**src/rtl/dls_pkg.sv**
```systemverilog
package dls_pkg;
   // per-master-cycle control strobes from the frame timer
   typedef struct packed {
      logic load;
      logic shift;
      logic bck;
      logic strobe;
   } dls_ctl_t;

   localparam int NUM_CH = 2;
endpackage

```
**src/rtl/dls_timing.sv**
```systemverilog
module dls_timing
   import dls_pkg::*;
#(
   parameter int SAMPLE_W  = 16,
   parameter int FRAME_LEN = 256
) (
   input  logic     clk,
   input  logic     rst_n,
   output dls_ctl_t ctl
);
   localparam int FCW = $clog2(FRAME_LEN);
   localparam logic [FCW-1:0] LAST  = FCW'(FRAME_LEN - 1);
   localparam logic [FCW-1:0] BURST = FCW'(2 * SAMPLE_W);

   logic [FCW-1:0] fcnt;

   always_ff @(posedge clk or negedge rst_n) begin
      if (!rst_n)            fcnt <= LAST;
      else if (fcnt == LAST) fcnt <= '0;
      else                   fcnt <= fcnt + 1'b1;
   end

   logic in_burst;
   assign in_burst   = (fcnt < BURST);
   assign ctl.load   = (fcnt == LAST);
   assign ctl.bck    = in_burst & fcnt[0];
   assign ctl.shift  = in_burst & fcnt[0];
   assign ctl.strobe = (fcnt == BURST) | (fcnt == BURST + 1'b1);
endmodule

```
**src/rtl/dls_codec.sv**
```systemverilog
module dls_codec #(
   parameter int SAMPLE_W   = 16,
   parameter bit OFFSET_BIN = 1'b1
) (
   input  logic [SAMPLE_W-1:0] pcm_in,
   output logic [SAMPLE_W-1:0] code_out
);
   generate
      if (OFFSET_BIN) begin : g_offset
         assign code_out = {~pcm_in[SAMPLE_W-1], pcm_in[SAMPLE_W-2:0]};
      end else begin : g_twos
         assign code_out = pcm_in;
      end
   endgenerate
endmodule

```
**src/rtl/dls_shifter.sv**
```systemverilog
module dls_shifter #(
   parameter int SAMPLE_W = 16
) (
   input  logic                clk,
   input  logic                rst_n,
   input  logic                load,
   input  logic                shift,
   input  logic [SAMPLE_W-1:0] word,
   output logic                sdata
);
   logic [SAMPLE_W-1:0] sreg;

   always_ff @(posedge clk or negedge rst_n) begin
      if (!rst_n)     sreg <= '0;
      else if (load)  sreg <= word;
      else if (shift) sreg <= {sreg[SAMPLE_W-2:0], 1'b0};
   end

   assign sdata = sreg[SAMPLE_W-1];
endmodule

```
**src/rtl/dual_line_serializer.sv**
```systemverilog
module dual_line_serializer
   import dls_pkg::*;
#(
   parameter int SAMPLE_W   = 16,
   parameter int FRAME_LEN  = 256,
   parameter bit OFFSET_BIN = 1'b1
) (
   input  logic                clk,
   input  logic                rst_n,
   input  logic                s_valid,
   input  logic [SAMPLE_W-1:0] s_left,
   input  logic [SAMPLE_W-1:0] s_right,
   output logic                s_ready,
   output logic                bck,
   output logic                dat_l,
   output logic                dat_r,
   output logic                strobe,
   output logic                underrun
);
   localparam logic [SAMPLE_W-1:0] MIDSCALE =
      OFFSET_BIN ? {1'b1, {(SAMPLE_W-1){1'b0}}} : '0;

   generate
      if (SAMPLE_W < 2) begin : g_bad_w
         $error("SAMPLE_W must be at least 2");
      end
      if (FRAME_LEN < 2 * SAMPLE_W + 4) begin : g_bad_len
         $error("FRAME_LEN too short for burst plus strobe");
      end
   endgenerate

   dls_ctl_t ctl;

   dls_timing #(.SAMPLE_W(SAMPLE_W), .FRAME_LEN(FRAME_LEN)) i_timing (
      .clk(clk), .rst_n(rst_n), .ctl(ctl)
   );

   logic [NUM_CH-1:0][SAMPLE_W-1:0] pcm, code, word;
   logic [NUM_CH-1:0]               sd;

   assign pcm[0] = s_left;
   assign pcm[1] = s_right;

   for (genvar ch = 0; ch < NUM_CH; ch++) begin : g_ch
      dls_codec #(.SAMPLE_W(SAMPLE_W), .OFFSET_BIN(OFFSET_BIN)) i_codec (
         .pcm_in(pcm[ch]), .code_out(code[ch])
      );
      assign word[ch] = s_valid ? code[ch] : MIDSCALE;
      dls_shifter #(.SAMPLE_W(SAMPLE_W)) i_shift (
         .clk(clk), .rst_n(rst_n), .load(ctl.load), .shift(ctl.shift),
         .word(word[ch]), .sdata(sd[ch])
      );
   end

   always_ff @(posedge clk or negedge rst_n) begin
      if (!rst_n)                     underrun <= 1'b0;
      else if (ctl.load && !s_valid)  underrun <= 1'b1;
   end

   assign s_ready = ctl.load;
   assign bck     = ctl.bck;
   assign strobe  = ctl.strobe;
   assign dat_l   = sd[0];
   assign dat_r   = sd[1];
endmodule

```
**config.mk**
```make
export PLATFORM = sky130hd
export DESIGN_NAME = dual_line_serializer
export DESIGN_NICKNAME = d
export VERILOG_FILES = /design/src/rtl/dls_pkg.sv /design/src/rtl/dls_timing.sv /design/src/rtl/dls_codec.sv /design/src/rtl/dls_shifter.sv /design/src/rtl/dual_line_serializer.sv
export SDC_FILE = /design/constraint.sdc
export NUM_CORES = 1
export LEC_CHECK = 0
export BUFFER_PORTS_ARGS = -buffer_cell sky130_fd_sc_hd__buf_2
export CAP_MARGIN = 20
export CELL_PAD_IN_SITES_DETAIL_PLACEMENT = 0
export CELL_PAD_IN_SITES_GLOBAL_PLACEMENT = 1
export CORE_MARGIN = 2
export CORE_UTILIZATION = 43
export DETAILED_ROUTE_END_ITERATION = 16
export PLACE_DENSITY = 0.77
export SLEW_MARGIN = 20
export SYNTH_ARGS = -nofsm -noshare
export SYNTH_HDL_FRONTEND = slang
export SYNTH_HIERARCHICAL = 1
export SYNTH_SLANG_ARGS = --single-unit
```
**constraint.sdc**
```tcl
create_clock -name clk -period 2.46 [get_ports clk]
set_clock_uncertainty 0.2 [all_clocks]
set_input_delay 0.123 -clock clk [delete_from_list [all_inputs] [get_ports clk]]
set_output_delay 0.123 -clock clk [all_outputs]
set_load 0.03 [all_outputs]
```
==> results.yml, run 1 <==
power:
  swShare_pct: 20.0
  p_leak_nw: 1.25
  cellPowerDensity_nw_per_um2: 465
  seq_power_share_pct: 50.3
  power.internal_w: 0.00107
  combPwrFrac_pct: 7.9
  power_frac_clock_pct: 41.8
  p_switching_w: 0.000269
  vdd_drop_max_uv: 333
flow_run:
  drv_cap: 0
floorplanning:
  row_count: 27
  initial_core_util_pct: 44.3
  core_area_um2: 5470
  die_w_um: 79.1
  io_pins: 41
  fp.dieArea_um2: 6260
  die_h_um: 79.1
route:
  drtIter0Drc: 49
  first_pass_iters: 4
  topRoutingLayerUsed: "met3"
  vias: 1683
  finalWirelength_um: 4200
  drc_errors: 0
  routed-wl-met2_um: 2120
  wl_per_cell_um: 11.6
  drtAntennaViolNets: 0
  route.met3.wl_um: 149
  post_drt_via_cell_ratio: 4.66
  met1_length_um: 1940
layout:
  n_antenna_cell: 0
  area_delta_synth_final_pct: 18.8
  final_util_pct: 52.7
  drive_gt1_share_pct: 31.5
  fillers: 527
  num-nets-final: 326
sta:
  fin_crit_sh_pct: 87.4
  max-slew-margin-rel_pct: 41.5
  rsz0062_at_grt: "false"
  hold_viol: 0
  setup_tns_ns: 0
  fin_crit_ns: 2.15
  slew_violations: 0
  fin_ws_ns: 0.309
  fmax_ghz: 0.465
  setup_violations: 0
  worst_pin_slew_ns: 0.877
global_route:
  grt_pass1_wl_um: 7250
  antenna_found_initial: 0
  track_usage_pct: 14.7
  grt_overflow: 0
  grt_pass1_vias: 1681
  grt_max_degree: 42
synthesis:
  yosys-top-cells-area: "dfrtp_1 34%, mux2i_1 12%, buf_4 9.6%, dfstp_2 8.7%, and2_2 8.4%"
  syn_area_per_cell_um2: 9.74
  synthCells: 249
  synthesis.area_um2: 2430
  synth_top_area_cell: "dfrtp_1"
  synth_edf_count: 0
  ys.flop_type: "dfrtp_1"
  syn_nets: 287
  synth-seq-cells: 41
  ys_seq_area_share_pct: 42.7
  yosysWarnings: 6
  async_flop_share_pct: 100
  synth.distinct_cells: 31
  synth_top_area_share_pct: 34.0
worst_setup_path:
  startpoint_type: "register"
  setup.worst_path.class: "reg2out"
  path_cells: "inv_1 -> nor4_4 -> buf_12 -> buf_2"
  cp_slowest_cell: "dfstp_2"
  max_stage_delay_ns: 0.59
  endpoint_kind: "primary output"
  cp_max_fo: 25
  crit_required_ns: 2.14
  crit_arrival_ns: 1.83
clock_tree:
  clk_pin_slew_ns: 0.08
  cts_tree: "done"
  htree_num_levels: 2
  cts_buffers: 5
  insertion_delay_ns: 0.29
  cts.sinks: 41
  clockBufferDepth: 2
  cts-root-buf: "clkbuf_8"
min_path:
  hp-class: "in2reg"
place:
  place_congestion: 0.806
  io_buffer_count: 40
  dp_slack_ns: 0.425
  hpwlAfterDp_um: 2750
outcome:
  status: "finished clean"
[area by class of cell]
type | instances | area, um^2 | area share, %
Tap cell | 72 | 90.1 | 3.13
Clock buffer | 6 | 82.6 | 2.87
Clock inverter | 2 | 37.5 | 1.30
Multi-Input combinational cell | 156 | 1040 | 36.3
Timing Repair Buffer | 76 | 561 | 19.5
Sequential cell | 41 | 1040 | 36.0
Inverter | 8 | 30.0 | 1.04
[power groups by stage]
stage	registers [W]	logic, W	clock network [W]
after floorplan	0.000687	0.0000606	0
after global placement	0.000687	0.0000700	0
after detailed placement	0.000687	0.0000709	0
after CTS	0.000674	0.000108	0.000585
after global routing	0.000674	0.000119	0.000610
final	0.000674	0.000106	0.000561
[kinds of logic after synthesis]
kind of cell | share of synthesized area (%)
AND/OR/NAND/NOR | 18.6
buffers and inverters | 15.2
flip-flops | 42.7
AO/OA/AOI/OAI | 8.20
multiplexers | 12.4
XOR/XNOR | 1.44
adder cells (fa/ha/maj) | 1.55
[final timing paths]
path / from / endpoint / slack, ns / cells past startpoint
max in group asynchronous: rst_n / g_ch[0].i_shift/sreg[7] / 1.22 / 2
worst min register to register: underrun / underrun / 0.26 / 1
min in group asynchronous: rst_n / g_ch[0].i_shift/sreg[0] / 0.29 / 2
worst max register to register: i_timing/fcnt[0] / g_ch[1].i_shift/sreg[0] / 0.44 / 6
worst max-delay path: i_timing/fcnt[0] / bck / 0.31 / 4
worst min-delay path: s_left[15] / g_ch[0].i_shift/sreg[15] / 0.009 / 5
[worst max-delay path, delay by kind of cell (launching register included)]
kind          cells  cell delay [ns]
buf+inv           3             0.57
flops             1             0.59
simple gates      1             0.36
[routing by layer]
metal / vias to the layer above / track usage (%)
li1: 862 / -
met1: 790 / 17.5
met2: 31 / 25.3
met3: 0 / 3.86
met4: 0 / 5.52
met5: - / 0
[synth_stat cells, types with 3 or more instances]
library cell,n
dfrtp_1,33
nand2_1,33
buf_4,31
mux2i_1,30
and2_2,27
o21ai_1,18
o21ai_0,15
dfstp_2,8
inv_1,8
nor2_1,5
buf_2,4
nand3_1,4
and2_1,3
clkbuf_2,3
ha_1,3
[through the flow]
| step | std cells | power, W | hold WS [ns] | area (um^2) |
|---|---|---|---|---|
| 2_1_floorplan | 249 | 0.000748 | -0.373 | 2430 |
| 3_3_place_gp | 322 | 0.000757 | 0.0966 | 2450 |
| 3_5_place_dp | 322 | 0.000758 | 0.102 | 2450 |
| 4_1_cts | 361 | 0.00137 | 0.00440 | 2880 |
| 5_1_grt | 361 | 0.00140 | 0.0234 | 2880 |
| 6_report | 361 | 0.00134 | 0.00928 | 2880 |
[cell usage in the layout (no fill, tap or decap)]
cell type      count
o21ai_0           15
or4_1              1
and2_2            27
o41ai_1            1
nand2b_1           2
or2b_1             2
nor4_2             1
inv_1              8
buf_12             1
or3_1              1
and2_1             3
mux2i_1           30
o31ai_1            1
nor2_1             4
dfrtp_1           33
o21ai_1           18
a21o_1             1
nand2_1           33
xor2_1             2
nand4_1            1
xnor2_1            2
dfstp_2            8
ha_1               3
nor4_4             1
buf_2             40
nor2_4             1
bufinv_16          1
clkbuf_8           6
dlygate4sd3_1     31
clkinvlp_4         1
buf_4              4
a21oi_1            2
nand3_1            4
[state kept, by name (all words and copies together) (netlist names)]
register,flops
i_timing/fcnt,8
g_ch.i_shift/sreg,32
underrun,1
[repair_timing]
item                                    in CTS  in global routing
hold buffers                                31                  0
resized for setup                            0                  0
endpoints found under the hold margin       63                  0
endpoints found under the setup margin       0                  0
setup buffers                                0                  0
Note: power is estimated with default switching activity, not from simulation.
==> run 2, diff against run 1 <==
--- a/config.mk
+++ b/config.mk
@@ -9,6 +9,7 @@
 export CAP_MARGIN = 20
 export CELL_PAD_IN_SITES_DETAIL_PLACEMENT = 0
 export CELL_PAD_IN_SITES_GLOBAL_PLACEMENT = 1
+export CORE_ASPECT_RATIO = 1.75
 export CORE_MARGIN = 2
 export CORE_UTILIZATION = 43
 export DETAILED_ROUTE_END_ITERATION = 16
==> results.yml, run 2 (same netlist as run 1, synthesis figures left out) <==
route:
  wl_per_cell_um: 11.0
  first_pass_iters: 4
  post_drt_via_cell_ratio: 4.51
  vias: 1651
  finalWirelength_um: 4030
  drc_errors: 0
  drtIter0Drc: 43
  drtAntennaViolNets: 0
clock_tree:
  htree_num_levels: 2
  insertion_delay_ns: 0.29
  ctsResizeCount: 0
  clk_pin_slew_ns: 0.08
  cts-root-buf: "clkbuf_8"
  cts_tree: "done"
  clockBufferDepth: 2
  cts.sinks: 41
  cts_buffers: 5
sta:
  slew_violations: 0
  fmax_ghz: 0.444
  hold_slack_ns: 0.112
  setup_tns_ns: 0
  fin_crit_ns: 2.25
  hold_viol: 0
  setup_violations: 0
  rsz0062_at_grt: "false"
  worst_pin_slew_ns: 0.877
  max-slew-margin-rel_pct: 41.5
  fin_crit_sh_pct: 91.5
flow_run:
  drv_cap: 0
layout:
  seq_area_um2: 1040
  area_delta_synth_final_pct: 18.6
  mostFrequentLayoutCell: "buf_2"
  final_cell_mix: "40 x buf_2, 33 x nand2_1, 33 x dfrtp_1, 33 x dlygate4sd3_1, 30 x mux2i_1"
  drive_gt1_share_pct: 30.7
  multi_input_area_um2: 1040
  num-nets-final: 327
  top_regs: "g_ch.i_shift/sreg (32), i_timing/fcnt (8), underrun (1)"
  fillers: 561
  largest_reg_flops: 32
  regMostFlops: "g_ch.i_shift/sreg"
  final_util_pct: 52.4
  n_antenna_cell: 0
worst_setup_path:
  setup.worst_path.class: "reg2out"
  endpoint_kind: "primary output"
  cp_max_fo: 30
  crit_required_ns: 2.14
  crit_arrival_ns: 1.93
  startpoint_type: "register"
outcome:
  status: "finished clean"
floorplanning:
  core_area_um2: 5500
  fp.dieArea_um2: 6280
  initial_core_util_pct: 44.1
  row_count: 36
  die_w_um: 60.8
  die_h_um: 103
  io_pins: 41
power:
  cellPowerDensity_nw_per_um2: 456
  p_leak_nw: 1.25
  vdd_drop_max_uv: 342
place:
  place_congestion: 0.720
  hpwlAfterDp_um: 2700
  io_buffer_count: 40
min_path:
  hp-class: "in2reg"
global_route:
  grt_max_degree: 42
  grt_pass1_vias: 1730
  track_usage_pct: 15.0
  grt_overflow: 0
  antenna_found_initial: 0
  grt_pass1_wl_um: 7150
## run 2: layer usage
layer  track usage, %  wire length (um)  vias to the layer above
met3             3.86               150                        6
met5                0                 0                        -
met1             15.8              1770                      745
met4             5.85                65                        0
met2             27.5              2050                       37
li1                 -                 -                      863
## run 2: per-stage QoR
step / setup WS, ns / instance area (um^2) / std cells / power (W)
after floorplan: 0.0499 / 2430 / 249 / 0.000748
after global placement: 0.520 / 2440 / 325 / 0.000755
after detailed placement: 0.466 / 2440 / 325 / 0.000756
after CTS: 0.191 / 2880 / 366 / 0.00134
after global routing: 0.0786 / 2880 / 366 / 0.00137
final: 0.210 / 2880 / 366 / 0.00131
## run 2: area by class of cell
type / count / share of cell area (%)
clock inverters: 2 / 1.35
inverters: 8 / 1.04
well taps: 76 / 3.30
multi-input cells: 156 / 36.3
flip-flops and latches: 41 / 36.0
clock buffers: 6 / 2.52
repair buffers: 77 / 19.5
## run 2: critical path, cell delays in order (launching register included)
cell and delay, ns:
dfstp_2 0.59, ha_1 0.26, nand3_1 0.15, nor2_4 0.11
buf_4 0.28, buf_2 0.25
## run 2: repair_timing
item,CTS,global route
endpoints found under the setup margin,0,0
hold buffers,33,0
hold endpoints to repair,65,0
setup buffers,0,0
## run 2: worst paths after layout
| kind | from | end | slack, ns | cells past startpoint |
|---|---|---|---|---|
| max in group asynchronous | rst_n | underrun | 1.22 | 2 |
| min reg2reg | underrun | underrun | 0.27 | 1 |
| min in group asynchronous | rst_n | g_ch[1].i_shift/sreg[7] | 0.29 | 2 |
| max reg2reg | i_timing/fcnt[0] | g_ch[1].i_shift/sreg[0] | 0.47 | 6 |
| min | s_valid | underrun | 0.11 | 3 |
| max | i_timing/fcnt[0] | s_ready | 0.21 | 5 |
## run 2: where the power goes
group	switching [W]	internal, W
Combinational	0.0000358	0.0000705
Sequential	0	0.000674
Clock	0.000228	0.000304
==> run 3, diff against run 2 <==
--- a/config.mk
+++ b/config.mk
@@ -11,9 +11,10 @@
 export CELL_PAD_IN_SITES_GLOBAL_PLACEMENT = 1
 export CORE_ASPECT_RATIO = 1.75
 export CORE_MARGIN = 2
-export CORE_UTILIZATION = 43
+export CORE_UTILIZATION = 40
+export CTS_BUF_LIST = sky130_fd_sc_hd__clkbuf_4
 export DETAILED_ROUTE_END_ITERATION = 16
-export PLACE_DENSITY = 0.77
+export PLACE_DENSITY = 0.76
 export SLEW_MARGIN = 20
 export SYNTH_ARGS = -nofsm -noshare
 export SYNTH_HDL_FRONTEND = slang
==> constraint.sdc (replaced) <==
create_clock -name clk -period 2.03 [get_ports clk]
set_clock_uncertainty 0.2 [all_clocks]
set_input_delay 0.1015 -clock clk [delete_from_list [all_inputs] [get_ports clk]]
set_output_delay 0.1015 -clock clk [all_outputs]
set_load 0.03 [all_outputs]
==> results.yml, run 3 (same netlist as run 1, synthesis figures left out) <==
global_route:
  track_usage_pct: 13.2
  grt_overflow: 0
  grt_max_degree: 55
  grt_pass1_vias: 1678
  grt_pass1_wl_um: 7160
  antenna_found_initial: 0
layout:
  mostFrequentLayoutCell: "buf_2"
  num-nets-final: 335
  area_delta_synth_final_pct: 21.0
  final_cell_mix: "38 x buf_2, 33 x nand2_1, 33 x dfrtp_1, 33 x dlygate4sd3_1, 30 x mux2i_1"
  n_antenna_cell: 0
  final_cell_area_um2: 2940
  largest_reg_flops: 32
  top_regs: "g_ch.i_shift/sreg (32), i_timing/fcnt (8), underrun (1)"
  instances_no_fill: 376
  drive_gt1_share_pct: 33.6
  final_util_pct: 49.9
  regMostFlops: "g_ch.i_shift/sreg"
route:
  topRoutingLayerUsed: "met4"
  drc_errors: 0
  first_pass_iters: 4
  finalWirelength_um: 4130
  met1_length_um: 1840
  routed-wl-met2_um: 2070
  route.met3.wl_um: 135
  wl_per_cell_um: 11.0
  post_drt_via_cell_ratio: 4.54
  drtIter0Drc: 82
  vias: 1707
  drtAntennaViolNets: 0
worst_setup_path:
  cp_slowest_cell: "dfstp_2"
  endpoint_kind: "primary output"
  cp_max_fo: 3
  startpoint_type: "register"
  crit_required_ns: 1.73
  setup.worst_path.class: "reg2out"
  crit_arrival_ns: 1.68
  max_stage_delay_ns: 0.57
  path_cells: "inv_2 -> or4_4 -> nor4_4 -> buf_4"
floorplanning:
  initial_core_util_pct: 41.3
  die_w_um: 62.9
  fp.dieArea_um2: 6730
  die_h_um: 107
  io_pins: 41
  core_area_um2: 5880
  row_count: 37
power:
  cellPowerDensity_nw_per_um2: 458
  vdd_drop_max_uv: 307
  p_leak_nw: 1.27
min_path:
  hp-class: "in2reg"
clock_tree:
  cts.sinks: 41
  clk_pin_slew_ns: 0.11
  cts_tree: "done"
  cts-root-buf: "clkbuf_4"
  insertion_delay_ns: 0.34
  clockBufferDepth: 2
  htree_num_levels: 2
  cts_buffers: 5
sta:
  setup_violations: 0
  rsz0062_at_grt: "true"
  setup_tns_ns: 0
  fin_crit_ns: 1.98
  max-slew-margin-rel_pct: 65.7
  hold_viol: 0
  worst_pin_slew_ns: 0.514
  fmax_ghz: 0.504
  fin_crit_sh_pct: 97.7
  slew_violations: 0
outcome:
  status: "finished clean"
place:
  io_buffer_count: 40
  place_congestion: 0.808
  dp_cells: 328
  hpwlAfterDp_um: 2610
  dpl_cell_area_um2: 2470
flow_run:
  drv_cap: 0
-- run 3: changes by cell type in the layout (fill, tap and decap cells not counted), sizes merged --
cell,delta
buf,+8
bufinv,-1
clkbuf,+1
-- run 3: where the power goes --
part / switching [W] / total, W / internal (W)
sequential: 0 / 0.000817 / 0.000817
clock: 0.000237 / 0.000397 / 0.000160
combinational: 0.0000442 / 0.000131 / 0.0000868
-- run 3: worst paths after layout --
path                                  start  slack [ns]  cells past startpoint                       end
setup / recovery           i_timing/fcnt[5]        0.05                      4                    strobe
max in group asynchronous             rst_n        1.13                      3          i_timing/fcnt[0]
min in group asynchronous             rst_n        0.14                      3                  underrun
hold reg to reg                    underrun        0.28                      1                  underrun
hold / removal                      s_valid        0.02                      3                  underrun
setup reg to reg           i_timing/fcnt[0]        0.16                      6  g_ch[1].i_shift/sreg[13]
-- run 3: worst max-delay path, delay by kind of cell (launching register included) --
family,cells,cell delay [ns]
flops,1,0.57
simple gates,2,0.55
buf+inv,2,0.22
-- run 3: metrics by stage --
| step | total power, W | hold slack [ns] | setup WS (ns) |
|---|---|---|---|
| after floorplan | 0.000906 | -0.394 | -0.0131 |
| after global routing | 0.00142 | 0.0803 | -0.0358 |
| after global placement | 0.000917 | -0.00590 | 0.263 |
| after detailed placement | 0.000918 | -0.00153 | 0.229 |
| final | 0.00135 | 0.0228 | 0.0467 |
| after CTS | 0.00138 | 0.0235 | 0.00326 |
-- run 3: repair_timing --
item                       4_1_cts  5_1_grt
setup endpoints to repair        2        3
hold buffers                    33        0
resized for setup                6        1
setup buffers                    3        4
hold endpoints to repair        73        0
pin swaps                        2        1
-- run 3: layer usage --
metal | vias up | track usage (%)
met5 | - | 0
met4 | 0 | 6.51
met3 | 7 | 2.52
met2 | 37 | 22.7
met1 | 780 | 15.6
li1 | 883 | -
-- run 3: area by class of cell --
type	instances	area (um^2)
Tap cell	78	97.6
Timing Repair Buffer	85	658
Clock buffer	7	52.6
Multi-Input combinational cell	156	1060
Fill cell	598	2940
Clock inverter	1	3.75
Inverter	8	30.0
Sequential cell	41	1040
